File: src/rtl/sysctl_pkg.sv
package sysctl_pkg;
  localparam int unsigned WORD_W = 32;

  // byte offsets of the mapped words
  localparam int unsigned OFS_IDENT = 'h00;
  localparam int unsigned OFS_STAT  = 'h04;
  localparam int unsigned OFS_RSTC  = 'h0C;
  localparam int unsigned OFS_CTRL  = 'h10;
  localparam int unsigned OFS_URGA  = 'h1C;
  localparam int unsigned OFS_URGB  = 'h20;

  // status word bit positions
  localparam int unsigned B_TICK_CLR = 25;
  localparam int unsigned B_TICK_SET = 26;
  localparam int unsigned B_SVP_CLR  = 27;
  localparam int unsigned B_SVP_SET  = 28;
  localparam int unsigned B_NMI_SET  = 31;
  localparam int unsigned B_EXT      = 22;
  localparam int unsigned B_VEC_LO   = 12;

  // control word bit positions
  localparam int unsigned B_SOE  = 1;
  localparam int unsigned B_DEEP = 2;
  localparam int unsigned B_EVP  = 4;

  // reset control
  localparam int unsigned B_RST_REQ = 2;

  // fixed handler numbers
  localparam int unsigned NUM_NMI  = 2;
  localparam int unsigned NUM_SVC  = 11;
  localparam int unsigned NUM_SVP  = 14;
  localparam int unsigned NUM_TICK = 15;

  // pending flag index
  typedef enum logic [1:0] {PF_TICK = 2'd0, PF_SVP = 2'd1, PF_NMI = 2'd2} pend_idx_e;

  function automatic logic [WORD_W-1:0] ident_word();
    return {8'h00, 4'h0, 4'hC, 12'hC20, 4'h0};
  endfunction

  function automatic logic key_hit(input logic [WORD_W-1:0] w, input logic [15:0] key);
    return w[31:16] == key;
  endfunction
endpackage

File: src/rtl/sysctl_pendbit.sv
module sysctl_pendbit (
  input  logic clk,
  input  logic rst_n,
  input  logic set_sw,
  input  logic clr_sw,
  input  logic set_hw,
  input  logic clr_hw,
  output logic q
);
  // hardware set > any clear > software set
  always_ff @(posedge clk) begin
    if (!rst_n)             q <= 1'b0;
    else if (set_hw)        q <= 1'b1;
    else if (clr_sw|clr_hw) q <= 1'b0;
    else if (set_sw)        q <= 1'b1;
  end
endmodule

File: src/rtl/sysctl_vecsel.sv
module sysctl_vecsel #(
  parameter int unsigned N     = 5,
  parameter int unsigned VEC_W = 6,
  parameter int unsigned PRI_W = 2
) (
  input  logic [N-1:0]                valid,
  input  logic [N-1:0][PRI_W:0]       urg,
  input  logic [N-1:0][VEC_W-1:0]     num,
  output logic [VEC_W-1:0]            win
);
  function automatic logic beats(input logic [PRI_W:0] ua, input logic [VEC_W-1:0] na,
                                 input logic [PRI_W:0] ub, input logic [VEC_W-1:0] nb);
    return (ua < ub) || ((ua == ub) && (na < nb));
  endfunction

  logic               found;
  logic [PRI_W:0]     best_u;
  logic [VEC_W-1:0]   best_n;

  always_comb begin
    found  = 1'b0;
    best_u = '0;
    best_n = '0;
    for (int i = 0; i < int'(N); i++) begin
      if (valid[i] && (!found || beats(urg[i], num[i], best_u, best_n))) begin
        found  = 1'b1;
        best_u = urg[i];
        best_n = num[i];
      end
    end
    win = best_n;
  end
endmodule

File: src/rtl/sysctl_regs.sv
module sysctl_regs
  import sysctl_pkg::*;
#(
  parameter int unsigned ADDR_W  = 6,
  parameter int unsigned VEC_W   = 6,
  parameter int unsigned PRI_W   = 2,
  parameter logic [15:0] RST_KEY = 16'h05FA
) (
  input  logic                clk,
  input  logic                rst_n,
  input  logic                bus_sel,
  input  logic                bus_wr,
  input  logic [ADDR_W-1:0]   bus_addr,
  input  logic [31:0]         bus_wdata,
  output logic [31:0]         bus_rdata,
  input  logic [VEC_W-1:0]    active_num,
  input  logic                ext_pend,
  input  logic [VEC_W-1:0]    ext_num,
  input  logic [PRI_W-1:0]    ext_pri,
  input  logic                svc_pend,
  input  logic                nmi_req,
  input  logic                nmi_taken,
  input  logic                tick_req,
  output logic                sleep_on_exit,
  output logic                deep_sleep,
  output logic                evt_on_pend,
  output logic [PRI_W-1:0]    pri_svc,
  output logic [PRI_W-1:0]    pri_svcpend,
  output logic [PRI_W-1:0]    pri_tick,
  output logic                tick_pending,
  output logic                svcpend_pending,
  output logic                nmi_pending,
  output logic [VEC_W-1:0]    pend_vec,
  output logic                reset_req
);
  localparam int unsigned NPEND = 3;
  localparam int unsigned NCAND = 5;

  // decode strobes, named for the checker
  logic wr_cyc, wr_ctrl, wr_urga, wr_urgb, wr_stat, wr_rstc, key_ok;
  assign wr_cyc  = bus_sel && bus_wr;
  assign wr_ctrl = wr_cyc && (bus_addr == ADDR_W'(OFS_CTRL));
  assign wr_urga = wr_cyc && (bus_addr == ADDR_W'(OFS_URGA));
  assign wr_urgb = wr_cyc && (bus_addr == ADDR_W'(OFS_URGB));
  assign wr_stat = wr_cyc && (bus_addr == ADDR_W'(OFS_STAT));
  assign wr_rstc = wr_cyc && (bus_addr == ADDR_W'(OFS_RSTC));
  assign key_ok  = key_hit(bus_wdata, RST_KEY);

  // control bits and urgencies
  logic             soe_q, deep_q, evp_q;
  logic [PRI_W-1:0] u_svc_q, u_svp_q, u_tick_q;

  always_ff @(posedge clk) begin
    if (!rst_n) begin
      soe_q <= 1'b0; deep_q <= 1'b0; evp_q <= 1'b0;
      u_svc_q <= '0; u_svp_q <= '0; u_tick_q <= '0;
    end else begin
      if (wr_ctrl) begin
        soe_q  <= bus_wdata[B_SOE];
        deep_q <= bus_wdata[B_DEEP];
        evp_q  <= bus_wdata[B_EVP];
      end
      if (wr_urga) u_svc_q <= bus_wdata[31 -: PRI_W];
      if (wr_urgb) begin
        u_svp_q  <= bus_wdata[23 -: PRI_W];
        u_tick_q <= bus_wdata[31 -: PRI_W];
      end
    end
  end

  // pending flags
  logic [NPEND-1:0] p_set_sw, p_clr_sw, p_set_hw, p_clr_hw, p_q;
  assign p_set_sw[PF_TICK] = wr_stat && bus_wdata[B_TICK_SET];
  assign p_clr_sw[PF_TICK] = wr_stat && bus_wdata[B_TICK_CLR];
  assign p_set_hw[PF_TICK] = tick_req;
  assign p_clr_hw[PF_TICK] = 1'b0;
  assign p_set_sw[PF_SVP]  = wr_stat && bus_wdata[B_SVP_SET];
  assign p_clr_sw[PF_SVP]  = wr_stat && bus_wdata[B_SVP_CLR];
  assign p_set_hw[PF_SVP]  = 1'b0;
  assign p_clr_hw[PF_SVP]  = 1'b0;
  assign p_set_sw[PF_NMI]  = wr_stat && bus_wdata[B_NMI_SET];
  assign p_clr_sw[PF_NMI]  = 1'b0;
  assign p_set_hw[PF_NMI]  = nmi_req;
  assign p_clr_hw[PF_NMI]  = nmi_taken;

  for (genvar g = 0; g < int'(NPEND); g++) begin : g_pend
    sysctl_pendbit u_bit (
      .clk(clk), .rst_n(rst_n),
      .set_sw(p_set_sw[g]), .clr_sw(p_clr_sw[g]),
      .set_hw(p_set_hw[g]), .clr_hw(p_clr_hw[g]),
      .q(p_q[g])
    );
  end

  // next-exception selection; NMI gets an urgency above every 2-bit value
  logic [NCAND-1:0]              c_valid;
  logic [NCAND-1:0][PRI_W:0]     c_urg;
  logic [NCAND-1:0][VEC_W-1:0]   c_num;

  assign c_valid = {ext_pend, p_q[PF_TICK], p_q[PF_SVP], svc_pend, p_q[PF_NMI]};
  assign c_urg   = {{1'b1, ext_pri}, {1'b1, u_tick_q}, {1'b1, u_svp_q},
                    {1'b1, u_svc_q}, {(PRI_W+1){1'b0}}};
  assign c_num   = {ext_num, VEC_W'(NUM_TICK), VEC_W'(NUM_SVP),
                    VEC_W'(NUM_SVC), VEC_W'(NUM_NMI)};

  sysctl_vecsel #(.N(NCAND), .VEC_W(VEC_W), .PRI_W(PRI_W)) u_vecsel (
    .valid(c_valid), .urg(c_urg), .num(c_num), .win(pend_vec)
  );

  // reset request pulse
  logic rst_fire;
  assign rst_fire = wr_rstc && key_ok && bus_wdata[B_RST_REQ];

  always_ff @(posedge clk) begin
    if (!rst_n) reset_req <= 1'b0;
    else        reset_req <= rst_fire;
  end

  // read mux
  always_comb begin
    bus_rdata = '0;
    if (bus_sel && !bus_wr) begin
      case (bus_addr)
        ADDR_W'(OFS_IDENT): bus_rdata = ident_word();
        ADDR_W'(OFS_STAT): begin
          bus_rdata[VEC_W-1:0]               = active_num;
          bus_rdata[B_VEC_LO +: VEC_W]       = pend_vec;
          bus_rdata[B_EXT]                   = ext_pend;
          bus_rdata[B_TICK_SET]              = p_q[PF_TICK];
          bus_rdata[B_SVP_SET]               = p_q[PF_SVP];
          bus_rdata[B_NMI_SET]               = p_q[PF_NMI];
        end
        ADDR_W'(OFS_CTRL): begin
          bus_rdata[B_SOE]  = soe_q;
          bus_rdata[B_DEEP] = deep_q;
          bus_rdata[B_EVP]  = evp_q;
        end
        ADDR_W'(OFS_URGA): bus_rdata[31 -: PRI_W] = u_svc_q;
        ADDR_W'(OFS_URGB): begin
          bus_rdata[23 -: PRI_W] = u_svp_q;
          bus_rdata[31 -: PRI_W] = u_tick_q;
        end
        default: bus_rdata = '0;
      endcase
    end
  end

  assign sleep_on_exit   = soe_q;
  assign deep_sleep      = deep_q;
  assign evt_on_pend     = evp_q;
  assign pri_svc         = u_svc_q;
  assign pri_svcpend     = u_svp_q;
  assign pri_tick        = u_tick_q;
  assign tick_pending    = p_q[PF_TICK];
  assign svcpend_pending = p_q[PF_SVP];
  assign nmi_pending     = p_q[PF_NMI];
endmodule

File: config.mk
export PLATFORM = sky130hd
export DESIGN_NAME = sysctl_regs
export DESIGN_NICKNAME = d
export VERILOG_FILES = /design/src/rtl/sysctl_pkg.sv /design/src/rtl/sysctl_pendbit.sv /design/src/rtl/sysctl_vecsel.sv /design/src/rtl/sysctl_regs.sv
export SDC_FILE = /design/constraint.sdc
export NUM_CORES = 1
export LEC_CHECK = 0
export ABC_AREA = 1
export BUFFER_PORTS_ARGS = -buffer_cell sky130_fd_sc_hd__clkbuf_2
export CORE_MARGIN = 2
export CORE_UTILIZATION = 30
export DETAILED_ROUTE_END_ITERATION = 10
export GPL_TIMING_DRIVEN = 0
export SKIP_LAST_GASP = 1
export SLEW_MARGIN = 20
export SYNTH_ARGS = -nofsm -noshare
export SYNTH_HDL_FRONTEND = slang
export SYNTH_SLANG_ARGS = --single-unit
export TNS_END_PERCENT = 10
File: constraint.sdc
create_clock -name clk -period 4.1 [get_ports clk]
set_clock_uncertainty 0.05 [all_clocks]
set_input_delay 0.41 -clock clk [delete_from_list [all_inputs] [get_ports clk]]
set_output_delay 0.41 -clock clk [all_outputs]
set_load 0.02 [all_outputs]
## Word level (Yosys, flattened, before mapping)

Index checks and enable logic that the tools add are counted.

| cells by class | value |
|---|---|
| reduce and logical (&&, ||, !) cells | 40 |
| mux-type cells | 33 |
| order comparisons | 8 |
| equality and inequality tests | 9 |
| bitwise operators | 1 |

Operators with widths:

| cell | count |
|---|---|
| 32-bit two-way mux | 1 |
| 1-bit logical AND | 22 |
| 16-bit by 11-bit equality test with 1-bit output (second input constant) | 1 |
| 1-bit two-way mux | 16 |
| 4-bit two-way mux | 4 |
| 6-bit by 5-bit equality test with 1-bit output (second input constant) | 2 |
| 6-bit case mux with 2 select lines | 1 |
| 3-bit equality test | 3 |
| 3-bit < comparator | 3 |
| 3-bit two-way mux | 3 |
| 1-bit logical OR | 8 |
| 4-bit < comparator (first input constant) | 2 |
| 6-bit by 3-bit equality test with 1-bit output (second input constant) | 1 |
| 6-bit by 4-bit equality test with 1-bit output (second input constant) | 1 |
| 6-bit equality test (second input constant) | 1 |
| 6-bit zero test | 1 |
| 6-bit by 4-bit < comparator with 1-bit output | 1 |
| 6-bit two-way mux | 1 |
| 1-bit case mux with 2 select lines | 3 |
| 3-bit nonzero test | 2 |
| 1-bit zero test | 5 |
| 4-bit by 2-bit < comparator with 1-bit output (first input constant) | 1 |
| 2-bit two-way mux | 2 |
| 2-bit case mux with 2 select lines | 1 |
| other kinds (5) | 5 |

| word-level totals | value |
|---|---|
| word-level logic and storage cells | 101 |
| register bits | 13 |

## Depth between registers and ports, before layout

Gate-level depths: netlist of the first run.

| depth | value |
|---|---|
| word-level depth | 27 |
| mapped depth | 27 |
| mapped depth without buffers | 27 |

## Hierarchy

Synthesis of the first run repeated with hierarchy kept, for this count alone.

| second synthesis, totals | value |
|---|---|
| cell total of the unflattened synthesis | 416 |
| area total of the unflattened synthesis | 2408.6 um^2 |

By module, submodules not included:

| module | sequential area each (um^2) | cells each | times used | area an instance (um^2) |
|---|---|---|---|---|
| sysctl_vecsel | 0.0 | 219 | 1 | 1275.0 |
| sysctl_regs | 200.2 | 170 | 1 | 968.4 |
| sysctl_pendbit | 20.0 | 9 | 3 | 55.1 |

## Worst setup path before layout of the first run

OpenSTA, ideal clock, no wires.

| path | value |
|---|---|
| path type | register -> output |
| start point | reg g_pend[2].u_bit.q |
| end point | out bus_rdata[16] |
| required time | 3640 ps |
| path buffers | 0 |
| data arrival time | 3356 ps |
| path slack | 284 ps |
| stages on the path, launching flop included | 24 |
| path through | dfxtp_1 > nor2_4 > nand2_1 > ha_1 > o211ai_2 > nand2_1 > nand2_2 > nand2_4 > o21ai_0 > ha_1 > nand2_1 > nand2_1 > nand2_2 > nand2_4 > nand2_2 > inv_1 > ha_1 > nand2_1 > nand3_1 > nor3_2 > nand2_2 > nand2_4 > nand2_4 > nor3_1 |

| on the way | value |
|---|---|
| word-level cells in the longest chain between the ends | 27 |
| elaborated cells between the ends (all ways) | 44 |

RTL lines:

| what | RTL line | text |
|---|---|---|
| start, declared | sysctl_pendbit.sv:8 | `output logic q` |
| start signal, assigned | sysctl_pendbit.sv:12 | `if (!rst_n) q <= 1'b0;` |
| start signal, assigned | sysctl_pendbit.sv:13 | `else if (set_hw) q <= 1'b1;` |
| start signal, assigned | sysctl_pendbit.sv:14 | `else if (clr_sw\|clr_hw) q <= 1'b0;` |
| 2-bit two-way mux | sysctl_vecsel.sv:25 | `if (valid[i] && (!found \|\| beats(urg[i], num[i], best_u, best_n))) begin` |
| 4-bit by 2-bit < comparator with 1-bit output | sysctl_vecsel.sv:13 | `return (ua < ub) \|\| ((ua == ub) && (na < nb));` |
| 1-bit logical AND | sysctl_vecsel.sv:13 |  |
| 1-bit logical OR | sysctl_vecsel.sv:13 |  |
| 1-bit logical OR | sysctl_vecsel.sv:25 |  |
| 1-bit logical AND | sysctl_vecsel.sv:25 |  |
| 4-bit two-way mux or 3-bit two-way mux (tied branches) | sysctl_vecsel.sv:25 |  |
| 4-bit < comparator or 3-bit equality test (tied branches) | sysctl_vecsel.sv:13 |  |
| [11 not listed] | -- |  |
| 6-bit by 4-bit < comparator with 1-bit output or 3-bit equality test (tied branches) | sysctl_vecsel.sv:13 |  |
| 1-bit logical AND | sysctl_vecsel.sv:13 |  |
| 1-bit logical OR | sysctl_vecsel.sv:13 |  |
| 1-bit logical OR (*) | sysctl_vecsel.sv:25 |  |
| 1-bit logical AND (*) | sysctl_vecsel.sv:25 |  |
| 6-bit two-way mux (*) | sysctl_vecsel.sv:25 |  |
| 6-bit case mux with 2 select lines (*) | sysctl_regs.sv:123 | `case (bus_addr)` |
| 32-bit two-way mux (*) | sysctl_regs.sv:122 | `if (bus_sel && !bus_wr) begin` |
| end, declared | sysctl_regs.sv:15 | `output logic [31:0] bus_rdata,` |

Mark *: on every way between the ends. The rest lies on a longest branch, timed or not.

## Worst setup path in the final report of the first run

| path | value |
|---|---|
| start point | reg g_pend[2].u_bit.q |
| end point | out bus_rdata[12] |

| on the way | value |
|---|---|
| word-level cells in the longest chain between the ends | 27 |
| elaborated cells between the ends (all ways) | 44 |

RTL lines:

| what | RTL line |
|---|---|
| 2-bit two-way mux | sysctl_vecsel.sv:25 |
| 4-bit by 2-bit < comparator with 1-bit output | sysctl_vecsel.sv:13 |
| 1-bit logical AND | sysctl_vecsel.sv:13 |
| 1-bit logical OR | sysctl_vecsel.sv:13 |
| 1-bit logical OR | sysctl_vecsel.sv:25 |
| 1-bit logical AND | sysctl_vecsel.sv:25 |
| 4-bit two-way mux or 3-bit two-way mux (tied branches) | sysctl_vecsel.sv:25 |
| 4-bit < comparator or 3-bit equality test (tied branches) | sysctl_vecsel.sv:13 |
| [11 not listed] | -- |
| 6-bit by 4-bit < comparator with 1-bit output or 3-bit equality test (tied branches) | sysctl_vecsel.sv:13 |
| 1-bit logical AND | sysctl_vecsel.sv:13 |
| 1-bit logical OR | sysctl_vecsel.sv:13 |
| 1-bit logical OR | sysctl_vecsel.sv:25 |
| 1-bit logical AND | sysctl_vecsel.sv:25 |
| 6-bit two-way mux (*) | sysctl_vecsel.sv:25 |
| 6-bit case mux with 2 select lines (*) | sysctl_regs.sv:123 |
| 32-bit two-way mux (*) | sysctl_regs.sv:122 |

Marked as above.

==> results of run 1 <==
registers in the layout, indices dropped and copies added (netlist names):
name,flops
reset_req,1
pri_svc,2
pri_tick,2
g_pend.u_bit.q,3
deep_sleep,1
evt_on_pend,1
pri_svcpend,2
sleep_on_exit,1
cells by family (layout without fill, tap and decap cells):
kind of cell | count (synthesis) | in the layout
and+or+nand+nor | 110 | 110
buffers and inverters | 62 | 154
AOI/OAI and AO/OA | 32 | 32
DFF | 13 | 13
adders and majority gates | 7 | 7
other | 1 | 11
layer usage:
layer / GRT usage / routed length (microns)
met3: 0.02813 / 315
met1: 0.1803 / 1750
met5: 0 / 0
met2: 0.2850 / 1905
met4: 0.03145 / 27
area by class of cell:
| class | instances | area [sq um] |
|---|---|---|
| Fill cell | 481 | 2390 |
| Multi-Input combinational cell | 160 | 863.3 |
| Timing Repair Buffer | 88 | 447.9 |
| Sequential cell | 13 | 261.5 |
| Inverter | 48 | 180.2 |
| Buffer | 14 | 101.3 |
| Tap cell | 52 | 65.06 |
| Clock buffer | 4 | 45.04 |
worst max-delay path, delay by kind of cell, from the launching register on:
family | cells | cell delay [ns]
compound gates | 2 | 0.13
fa+ha+maj | 3 | 0.84
buf+inv | 2 | 0.23
flops | 1 | 0.37
simple gates | 20 | 1.60
placed cells by master (no fill, tap or decap), types with 2 or more instances in the layout:
| cell type | netlist | routed |
|---|---|---|
| nor2_1 | 30 | 30 |
| o21ai_0 | 12 | 10 |
| nor3_1 | 9 | 8 |
| inv_1 | 46 | 46 |
| nor2_2 | 2 | 2 |
| conb_1 | 1 | 11 |
| nand2_1 | 35 | 35 |
| clkbuf_8 | 0 | 3 |
| a21oi_1 | 10 | 10 |
| clkbuf_1 | 1 | 2 |
| nand2_2 | 5 | 5 |
| nand3_1 | 15 | 15 |
| nand4_1 | 3 | 3 |
| buf_4 | 13 | 16 |
| a32o_1 | 3 | 3 |
| nand2_4 | 4 | 4 |
| o21ai_1 | 1 | 2 |
| and2_1 | 2 | 2 |
| ha_1 | 7 | 7 |
| nor3_2 | 1 | 2 |
| dfxtp_1 | 13 | 12 |
| clkbuf_2 | 0 | 84 |
power groups by stage:
stage	Sequential, mW	Clock (mW)	Combinational (mW)
after floorplan	0.135	0	0.0752
after global placement	0.134	0	0.120
after detailed placement	0.134	0	0.120
after CTS	0.132	0.116	0.122
after global routing	0.132	0.123	0.136
final	0.132	0.113	0.122
final timing paths:
kind	endpoint	cells past startpoint	startpoint
worst min-delay path	g_pend[2].u_bit.q	3	nmi_req
worst max-delay path	bus_rdata[12]	27	g_pend[2].u_bit.q
worst max register to register	g_pend[1].u_bit.q	2	g_pend[1].u_bit.q
worst min register to register	sleep_on_exit	2	sleep_on_exit
repair_timing:
action / in CTS / in global routing
pin swaps: 1 / 1
endpoints found under the setup margin: 11 / 12
gates resized for setup: 1 / 9
setup buffers: 1 / 0
==> results by group, run 1 <==
Synth
  • Register bit total from synthesis: 13
  • Synth Cell Area: 1359 sq um
  • Synth cell types: 32
  • Main combinational cell family by area after synthesis: simple AND/OR/NAND/NOR gates
  • Post-synth ARST share: 0
  • Yosys top cell by area: dfxtp_1
  • Post-synth top area share: 0.1915
  • Ys flop type: dfxtp_1
  • Ys Warns: 0
  • Mapped Avg Cell Area: 6.039 sq um
  • Post-Synth Simple-Gate Area: 0.3877
  • Mux cell area share after synthesis: 0
  • Syn Inst Count: 225
  • Top area cells in the synthesized netlist: dfxtp_1 (19%), inv_1 (13%), nand2_1 (9.7%)
  • Xor/xnor share of the synthesized area: 0
  • Count leader, synth: inv_1
  • Post-synth EDFFs: 0
  • Adder-cell share of the synthesized area: 0.06446
  • Top cells by count, synth: inv_1 (46), nand2_1 (35), nor2_1 (30)
  • Post-synthesis sequential area ratio: 0.1915
  • Synth Area in Compound Gates: 0.1464

Run status
  • Status: finished, final reports clean

CTS
  • Cts hold-fix bufs: 0
  • Root Buffer: clkbuf_8
  • Longest Clk Path Bufs: 2
  • CTS Sinks: 13
  • Clk slew on worst S/H paths: 0.05 ns
  • CTS tree: done
  • H-Tree Depth: 1
  • Cts bufs inserted: 3
  • Worst skew pair latency: 0.24 ns

Critical path
  • R2R Setup Slk: 3.15 ns
  • WP data arrival: 3.41 ns
  • Critical Path End Type: output pin
  • CP max FO: 6
  • Worst Path Required: 3.64 ns
  • Setup CP Type: flop to output pin
  • Critical Path Start Type: flop
  • Max incr delay on CP: 0.37 ns
  • CP max stage cell: dfxtp_2
  • CP dominant cell by count: nand2_1

Routing
  • # DRC: 0
  • Antenna-violating nets left: 0
  • Drt total wl: 4000 microns
  • Routed WL per cell: 10.55 microns
  • Via density per instance: 4.354
  • Vias: 1650
  • Drt initial violations: 39
  • TritonRoute pass-1 iters: 4

Die
  • Full die area: 5084 sq um
  • Cell Rows: 24
  • Die Ht: 71.30 microns
  • Width of the die: 71.30 microns
  • Ports: 112
  • Initial core utilization: 0.3121
  • Core Box Area: 4354 sq um

Pwr
  • Gate power share: 0.333
  • Int Pwr: 247.8 uW
  • Switching share of power: 0.3254
  • P per Cell Area: 187.0 nW/um^2
  • Sw power: 119.6 uW
  • VDD IR-drop max: 0.0001298 V
  • Leak: 1.162 nW
  • Seq pwr share: 0.359
  • Clock power frac: 0.308
  • Power, Total: 367.4 uW

Placement
  • Dpl ws: 0.01094 ns
  • Post-DP HPWL: 3459 microns
  • Cells after DPL: 374
  • # port buffers: 87
  • RD Place Congestion: 0.7792
  • Placed cell areas: 1897 sq um

Finish
  • Layout Nets: 396
  • Final Core Density: 0.4511
  • Ratio of cells with drive above 1 in the final layout: 0.3761
  • Area Growth Syn to Fin: 44.57%
  • Non-filler cells, final: 379
  • Inserted Diodes: 0
  • Post-route cell area: 1964 sq um

STA
  • Maximum clock rate: 258.2 MHz
  • Final Hold Fails: 0
  • Fin worst setup slack: 0.2278 ns
  • Setup Viol. Count Final: 0
  • Tcrit/Tclk final: 0.9444
  • Max Slew Vio Count: 0
  • TNS Setup: 0 ns
  • Hold_ws: 0.3297 ns
  • Period minus WS final: 3.872 ns
  • RSZ-0062 raised after global routing: true

GRT
  • GR Util All Layers: 0.1525
  • Initial antenna violation count: 0
  • Vias in the first global route: 1538
  • Global route overflow: 0
  • First-pass GRT wire length: 6368 microns
  • Largest net degree at the start of global routing: 11

Job
  • Max-Cap Viols: 0

Hold path
  • HP Class: input pin to flop
(Power assumes the default switching activity.)
==> run 2, diff against run 1 <==
--- a/config.mk
+++ b/config.mk
@@ -5,7 +5,6 @@
 export SDC_FILE = /design/constraint.sdc
 export NUM_CORES = 1
 export LEC_CHECK = 0
-export ABC_AREA = 1
 export BUFFER_PORTS_ARGS = -buffer_cell sky130_fd_sc_hd__clkbuf_2
 export CORE_MARGIN = 2
 export CORE_UTILIZATION = 30
==> constraint.sdc (replaced) <==
create_clock -name clk -period 4.4 [get_ports clk]
set_clock_uncertainty 0.05 [all_clocks]
set_input_delay 0.44 -clock clk [delete_from_list [all_inputs] [get_ports clk]]
set_output_delay 0.44 -clock clk [all_outputs]
set_load 0.02 [all_outputs]
==> results by group, run 2 <==
Synth
  • Ys flop type: dfxtp_1 (unchanged)
  • Top area cells in the synthesized netlist: dfxtp_1 (19%), mux2i_1 (8.1%), buf_4 (7.2%) (was dfxtp_1 (19%), inv_1 (13%), nand2_1 (9.7%))
  • Mapped Avg Cell Area: 7.802 sq um (was 6.039 sq um)
  • Post-synth ARST share: 0 (unchanged)
  • Post-synth EDFFs: 0 (unchanged)
  • Synth cell types: 40 (was 32)
  • Top cells by count, synth: nor2_1 (18), buf_4 (13), dfxtp_1 (13), nand2_1 (13) (was inv_1 (46), nand2_1 (35), nor2_1 (30))
  • Synth Cell Area: 1358 sq um (was 1359 sq um)
  • Ys Warns: 0 (unchanged)
  • Post-synthesis sequential area ratio: 0.1917 (was 0.1915)
  • Syn Inst Count: 174 (was 225)
  • Register bit total from synthesis: 13 (unchanged)
  • Post-synth top area share: 0.1917 (was 0.1915)
  • Yosys top cell by area: dfxtp_1 (unchanged)
  • Count leader, synth: nor2_1 (was inv_1)

CTS
  • Cts hold-fix bufs: 0 (unchanged)
  • CTS Sinks: 13 (unchanged)
  • Cts bufs inserted: 3 (unchanged)
  • Longest Clk Path Bufs: 2 (unchanged)
  • CTS tree: done (unchanged)
  • H-Tree Depth: 1 (unchanged)
  • Clk slew on worst S/H paths: 0.05 ns (about the same)
  • Worst skew pair latency: 0.24 ns (about the same)
  • Root Buffer: clkbuf_8 (unchanged)

GRT
  • Initial antenna violation count: 0 (unchanged)
  • First-pass GRT wire length: 6824 microns (was 6368 microns)
  • Largest net degree at the start of global routing: 11 (unchanged)
  • GR Util All Layers: 0.1678 (was 0.1525)
  • Global route overflow: 0 (unchanged)
  • Vias in the first global route: 1513 (was 1538)

Placement
  • # port buffers: 87 (unchanged)
  • Cells after DPL: 323 (was 374)
  • Placed cell areas: 1913 sq um (was 1897 sq um)
  • RD Place Congestion: 0.7986 (was 0.7792)
  • Post-DP HPWL: 3534 microns (was 3459 microns)

STA
  • Tcrit/Tclk final: 1.057
  • Fin worst setup slack: -0.2523 ns (was 0.2278 ns)
  • Final Hold Fails: 0 (unchanged)
  • Maximum clock rate: 214.9 MHz
  • Hold_ws: 0.3539 ns (was 0.3297 ns)
  • Max-slew headroom: 0.4652
  • Period minus WS final: 4.652 ns
  • RSZ-0062 raised after global routing: true (unchanged)
  • Setup Viol. Count Final: 12 (was 0)
  • Max Slew Vio Count: 0 (unchanged)
  • Worst-Margin Slew: 0.7949 ns

Finish
  • Ratio of cells with drive above 1 in the final layout: 0.4880 (was 0.3761)
  • Most flops, register: g_pend.u_bit.q (unchanged)
  • Layout Nets: 360 (was 396)
  • Inserted Diodes: 0 (unchanged)
  • Max reg flops: 3 (unchanged)
  • Area Growth Syn to Fin: 57.24% (was 44.57%)
  • Commonest non-fill, non-tap cell in the layout: clkbuf_2 (unchanged)
  • Post-route cell area: 2135 sq um (was 1964 sq um)
  • Most frequent cells in the layout: clkbuf_2 (84), buf_4 (27), nor2_1 (17) (was clkbuf_2 (84), inv_1 (46), nand2_1 (35))
  • Non-filler cells, final: 343 (was 379)
  • Final Core Density: 0.4902 (was 0.4511)

Die
  • Width of the die: 71.27 microns (was 71.30 microns)
  • Cell Rows: 24 (unchanged)
  • Full die area: 5079 sq um (was 5084 sq um)
  • Ports: 112 (unchanged)
  • Initial core utilization: 0.3118 (was 0.3121)
  • Die Ht: 71.27 microns (was 71.30 microns)
  • Core Box Area: 4354 sq um (unchanged)

Routing
  • Vias: 1656 (was 1650)
  • Antenna-violating nets left: 0 (unchanged)
  • Drt total wl: 4445 microns (was 4000 microns)
  • TritonRoute pass-1 iters: 4 (unchanged)
  • Drt initial violations: 62 (was 39)
  • # DRC: 0 (unchanged)
  • Routed WL per cell: 12.96 microns (was 10.55 microns)
  • Via density per instance: 4.828 (was 4.354)

Run status
  • Status: complete, but fails checks (was finished, final reports clean)
  • Failing checks: setup timing

Pwr
  • Power, Total: 351.6 uW (was 367.4 uW)
  • P per Cell Area: 164.7 nW/um^2 (was 187.0 nW/um^2)
  • Leak: 1.118 nW (was 1.162 nW)
  • VDD IR-drop max: 0.0001602 V (was 0.0001298 V)

Critical path
  • Worst Path Required: 3.91 ns (was 3.64 ns)
  • Buffer and inverter count on the worst path: 3 (was 2)
  • Setup CP Type: flop to output pin (unchanged)
  • CP cell instances: nor2b_4, nand2_1, ha_1, nand2_2, o2111ai_4, a31oi_2, ha_2, nor2_1, o21bai_1, o21a_2, buf_6, a21oi_1, ha_2, inv_1, a21o_1, nor2_1, o31a_1, a41oi_4, mux2_4, a21o_1, clkbuf_8
  • Reg-to-Reg Start: g_pend[2].u_bit.q (was g_pend[1].u_bit.q)
  • Depth of the worst register-to-register path: 4 (was 2)
  • CP max stage cell: dfxtp_4 (was dfxtp_2)
  • Critical Path End Type: output pin (unchanged)
  • WP data arrival: 4.16 ns (was 3.41 ns)
  • Reg2Reg Capture Point: g_pend[2].u_bit.q (was g_pend[1].u_bit.q)
  • CP max FO: 6 (unchanged)
  • Max incr delay on CP: 0.35 ns (was 0.37 ns)
  • Critical Path Start Type: flop (unchanged)
  • CP delay by family, top: compound AO/OA/AOI/OAI gates (was simple AND/OR/NAND/NOR gates)
  • R2R Setup Slk: 3.40 ns (was 3.15 ns)

Hold path
  • Hold path endpoint: g_pend[2].u_bit.q (unchanged)
  • Worst Min Path Start: nmi_req (unchanged)
  • HP Class: input pin to flop (unchanged)
  • Hold path cells: 2 (was 3)

Job
  • Max-Cap Viols: 0 (unchanged)
[run 2: changes by cell type in the layout (fill, tap and decap cells not counted), sizes merged, moves of 10 or more]
cell | before | now
nor2b | 0 | 12
o21ai | 13 | 3
mux2i | 0 | 11
nand2 | 44 | 14
nand3 | 15 | 4
nor2 | 33 | 18
inv | 47 | 7
buf | 17 | 30
[run 2: area by class of cell]
class | instances | area [sq um]
fillers | 454 | 2220
multi-input cells | 149 | 1049
repair buffers | 103 | 580.6
flip-flops and latches | 13 | 264.0
plain buffers | 15 | 105.1
well taps | 52 | 65.06
clock buffers | 4 | 45.04
inverters | 7 | 26.28
[run 2: cells by family after synthesis]
| group | share of synthesized area |
|---|---|
| mux | 0.1032 |
| simple gates | 0.3484 |
| buf+inv | 0.09678 |
| fa+ha+maj | 0.06451 |
| compound gates | 0.1926 |
| flops | 0.1917 |
| other cells | 0.002762 |
[run 2: where the power goes]
part / leakage, nW / switching (mW) / internal, mW
Sequential: 0.106 / 0.00253 / 0.119
Clock: 0.0228 / 0.0410 / 0.0639
Combinational: 0.989 / 0.0648 / 0.0602
Total: 1.12 / 0.108 / 0.243
[run 2: worst max path at each step]
stage	to	start	slack, ns	cells past startpoint
after floorplan	bus_rdata[14]	svc_pend	-0.02	20
after global placement	bus_rdata[14]	svc_pend	-0.56	22
after detailed placement	bus_rdata[14]	svc_pend	-0.58	22
after CTS	bus_rdata[14]	g_pend[2].u_bit.q	-0.20	21
after global routing	bus_rdata[14]	g_pend[2].u_bit.q	-0.47	22
final	bus_rdata[14]	g_pend[2].u_bit.q	-0.25	21
[run 2: repair_timing]
action,4_1_cts,5_1_grt
buffers inserted,16,0
pin swaps,9,7
gates resized for setup,8,9
gates cloned,0,0
setup endpoints to repair,12,12
[run 2: through the flow]
stage | setup slack, ns | setup TNS, ns
2_1_floorplan | -0.01671 | -0.01671
3_3_place_gp | -0.5565 | -4.581
6_report | -0.2523 | -1.674
4_1_cts | -0.1990 | -1.433
3_5_place_dp | -0.5801 | -4.944
5_1_grt | -0.4734 | -4.511
[run 2: routing by layer]
metal,vias up,part of all wire,GRT usage
li1,831,-,-
met1,744,0.42,0.2095
met2,76,0.49,0.3004
met3,5,0.081,0.02391
met4,0,0.0099,0.04612
met5,-,0,0
==> run 3, diff against run 2 <==
--- a/config.mk
+++ b/config.mk
@@ -9,6 +9,7 @@
 export CORE_MARGIN = 2
 export CORE_UTILIZATION = 30
 export DETAILED_ROUTE_END_ITERATION = 10
+export GPL_ROUTABILITY_DRIVEN = 1
 export GPL_TIMING_DRIVEN = 0
 export SKIP_LAST_GASP = 1
 export SLEW_MARGIN = 20
==> constraint.sdc (replaced) <==
create_clock -name clk -period 5.64 [get_ports clk]
set_clock_uncertainty 0.05 [all_clocks]
set_input_delay 0.564 -clock clk [delete_from_list [all_inputs] [get_ports clk]]
set_output_delay 0.564 -clock clk [all_outputs]
set_load 0.02 [all_outputs]
==> results by group, run 3 (synthesized netlist as in run 2, its figures left out) <==
Critical path
  • Worst Path Required: 5.03 ns (was 3.91 ns)
  • Buffer and inverter count on the worst path: 3 (unchanged)
  • CP cell instances: clkbuf_2, nor2b_2, nand2_1, ha_1, nand2_2, o2111ai_4, a31oi_1, ha_1, nor4_1, inv_1, o21a_1, nand2_1, o21ai_0, ha_1, a21o_1, nor3_1, o31a_1, a41oi_4, mux2_4, a21o_1, clkbuf_2 (was nor2b_4, nand2_1, ha_1, nand2_2, o2111ai_4, a31oi_2, ha_2, nor2_1, o21bai_1, o21a_2, buf_6, a21oi_1, ha_2, inv_1, a21o_1, nor2_1, o31a_1, a41oi_4, mux2_4, a21o_1, clkbuf_8)
  • Critical Path Start Type: input pin (was flop)
  • WP data arrival: 4.61 ns (was 4.16 ns)
  • Setup CP Type: input pin to output pin (was flop to output pin)
  • Critical Path End Type: output pin (unchanged)
  • CP max stage cell: mux2_4 (was dfxtp_4)
  • R2R Setup Slk: 4.74 ns (was 3.40 ns)
  • CP dominant cell by count: ha_1
  • CP delay by family, top: compound AO/OA/AOI/OAI gates (unchanged)
  • CP max FO: 8 (was 6)
  • Max incr delay on CP: 0.34 ns (was 0.35 ns)
  • Reg2Reg Capture Point: g_pend[2].u_bit.q (unchanged)
  • Depth of the worst register-to-register path: 3 (was 4)
  • Reg-to-Reg Start: g_pend[2].u_bit.q (unchanged)

Pwr
  • P per Cell Area: 133.7 nW/um^2 (was 164.7 nW/um^2)
  • Int Pwr: 181.4 uW (was 243.3 uW)
  • Sw power: 78.39 uW (was 108.3 uW)
  • Leak: 1.022 nW (was 1.118 nW)
  • Clock power frac: 0.310 (was 0.298)
  • Gate power share: 0.323 (was 0.356)
  • VDD IR-drop max: 0.0001233 V (was 0.0001602 V)
  • Switching share of power: 0.3017 (was 0.3079)
  • Seq pwr share: 0.367 (was 0.346)

STA
  • Period minus WS final: 5.228 ns
  • RSZ-0062 raised after global routing: false (was true)
  • Setup Viol. Count Final: 0 (was 12)
  • Maximum clock rate: 191.3 MHz
  • Max-slew headroom: 0.5108 (was 0.4652)
  • Max Slew Vio Count: 0 (unchanged)
  • Fin worst setup slack: 0.4122 ns (was -0.2523 ns)
  • TNS Setup: 0 ns (was -1.674 ns)
  • Tcrit/Tclk final: 0.9269
  • Worst-Margin Slew: 0.7271 ns (was 0.7949 ns)
  • Final Hold Fails: 0 (unchanged)

GRT
  • Initial antenna violation count: 0 (unchanged)
  • Largest net degree at the start of global routing: 11 (unchanged)
  • Vias in the first global route: 1412 (was 1513)
  • GR Util All Layers: 0.1537 (was 0.1678)
  • First-pass GRT wire length: 6417 microns (was 6824 microns)
  • Global route overflow: 0 (unchanged)

Die
  • Width of the die: 71.27 microns (unchanged)
  • Die Ht: 71.27 microns (unchanged)
  • Full die area: 5079 sq um (unchanged)
  • Cell Rows: 24 (unchanged)
  • Initial core utilization: 0.3118 (unchanged)
  • Ports: 112 (unchanged)
  • Core Box Area: 4354 sq um (unchanged)

Finish
  • Max reg flops: 3 (unchanged)
  • Area Growth Syn to Fin: 43.13% (was 57.24%)
  • Ratio of cells with drive above 1 in the final layout: 0.4255 (was 0.4880)
  • Commonest non-fill, non-tap cell in the layout: clkbuf_2 (unchanged)
  • Fill cells: 471 (was 454)
  • Most flops, register: g_pend.u_bit.q (unchanged)
  • Inserted Diodes: 0 (unchanged)
  • Most frequent cells in the layout: clkbuf_2 (87), nor2_1 (18), nand2_1 (13), buf_4 (13), dfxtp_1 (13) (was clkbuf_2 (84), buf_4 (27), nor2_1 (17))
  • Layout Nets: 344 (was 360)

Hold path
  • Hold path cells: 2 (unchanged)
  • HP Class: input pin to flop (unchanged)
  • Hold path endpoint: g_pend[2].u_bit.q (unchanged)
  • Worst Min Path Start: nmi_req (unchanged)

Routing
  • Antenna-violating nets left: 0 (unchanged)
  • Routed WL per cell: 12.30 microns (was 12.96 microns)
  • TritonRoute pass-1 iters: 4 (unchanged)
  • Drt total wl: 4023 microns (was 4445 microns)
  • Vias: 1537 (was 1656)
  • Via density per instance: 4.700 (was 4.828)
  • Drt initial violations: 49 (was 62)
  • # DRC: 0 (unchanged)

Job
  • Max-Cap Viols: 0 (unchanged)

CTS
  • Cts bufs inserted: 3 (unchanged)
  • Clk slew on worst S/H paths: 0.05 ns (about the same)
  • CTS tree: done (unchanged)
  • H-Tree Depth: 1 (unchanged)
  • Worst skew pair latency: 0.23 ns (was 0.24 ns)
  • Longest Clk Path Bufs: 2 (unchanged)
  • Cts hold-fix bufs: 0 (unchanged)
  • CTS Sinks: 13 (unchanged)
  • Root Buffer: clkbuf_8 (unchanged)

Run status
  • Status: finished, final reports clean (was complete, but fails checks)

Placement
  • Dpl ws: 0.3469 ns (was -0.5801 ns)
  • RD Place Congestion: 0.8210 (was 0.7986)
  • # port buffers: 87 (unchanged)
  • Post-DP HPWL: 3458 microns (was 3534 microns)
-- run 3: cell types whose count changed in the layout (fill, tap and decap cells not counted), sizes merged --
cell    before  now
buf         30   13
clkbuf      92   93
-- run 3: per-layer routing --
metal / up-vias / global-route usage / wire length [microns]
li1: 797 / - / -
met1: 679 / 0.2102 / 1888
met2: 59 / 0.2603 / 1856
met3: 2 / 0.01828 / 270
met4: 0 / 0.03354 / 8
met5: - / 0 / 0
-- run 3: timing repair --
action | in CTS | in global routing
endpoints found under the hold margin | 0 | 0
endpoints found under the setup margin | 0 | 5
buffers inserted | 0 | 0
gates resized for setup | 0 | 1
-- run 3: power groups by stage --
stage	clock network, mW	logic, mW	registers [mW]
6_report	0.0806	0.0839	0.0954
5_1_grt	0.0859	0.0930	0.0957
4_1_cts	0.0816	0.0837	0.0954
3_5_place_dp	0	0.0833	0.0973
3_3_place_gp	0	0.0828	0.0973
2_1_floorplan	0	0.0510	0.0979
-- run 3: layout make-up --
class	count	area, sq um	share of cell area
repair buffers	87	435.4	0.2241
clock buffers	4	45.04	0.02318
inverters	7	26.28	0.01352
flip-flops and latches	13	260.3	0.1339
plain buffers	15	105.1	0.05409
multi-input cells	149	1006	0.5177
well taps	52	65.06	0.03348
-- run 3: worst max path at each step --
stage,from,endpoint,depth (start not counted)
floorplan,svc_pend,bus_rdata[13],19
global route,svc_pend,bus_rdata[14],21
detailed placement,svc_pend,bus_rdata[14],21
global placement,svc_pend,bus_rdata[14],21
finish,svc_pend,bus_rdata[14],21
CTS,svc_pend,bus_rdata[14],21
-- run 3: stage by stage --
| stage | power, mW | instances | instance area (sq um) | hold WS [ns] | util |
|---|---|---|---|---|---|
| after global placement | 0.1801 | 323 | 1896 | 0.4903 | 0.4353 |
| final | 0.2598 | 327 | 1943 | 0.4872 | 0.4463 |
| after floorplan | 0.1489 | 184 | 1395 | 0.5504 | - |
| after detailed placement | 0.1806 | 323 | 1896 | 0.4971 | 0.4353 |
| after global routing | 0.2745 | 327 | 1943 | 0.4935 | 0.4463 |
| after CTS | 0.2607 | 327 | 1941 | 0.4850 | 0.4457 |
-- run 3: worst reg2reg max path: stages, from the launching register on --
cell and delay [ns]:
dfxtp_1 0.39, a21oi_1 0.15, nor2_1 0.05, o21a_1 0.15
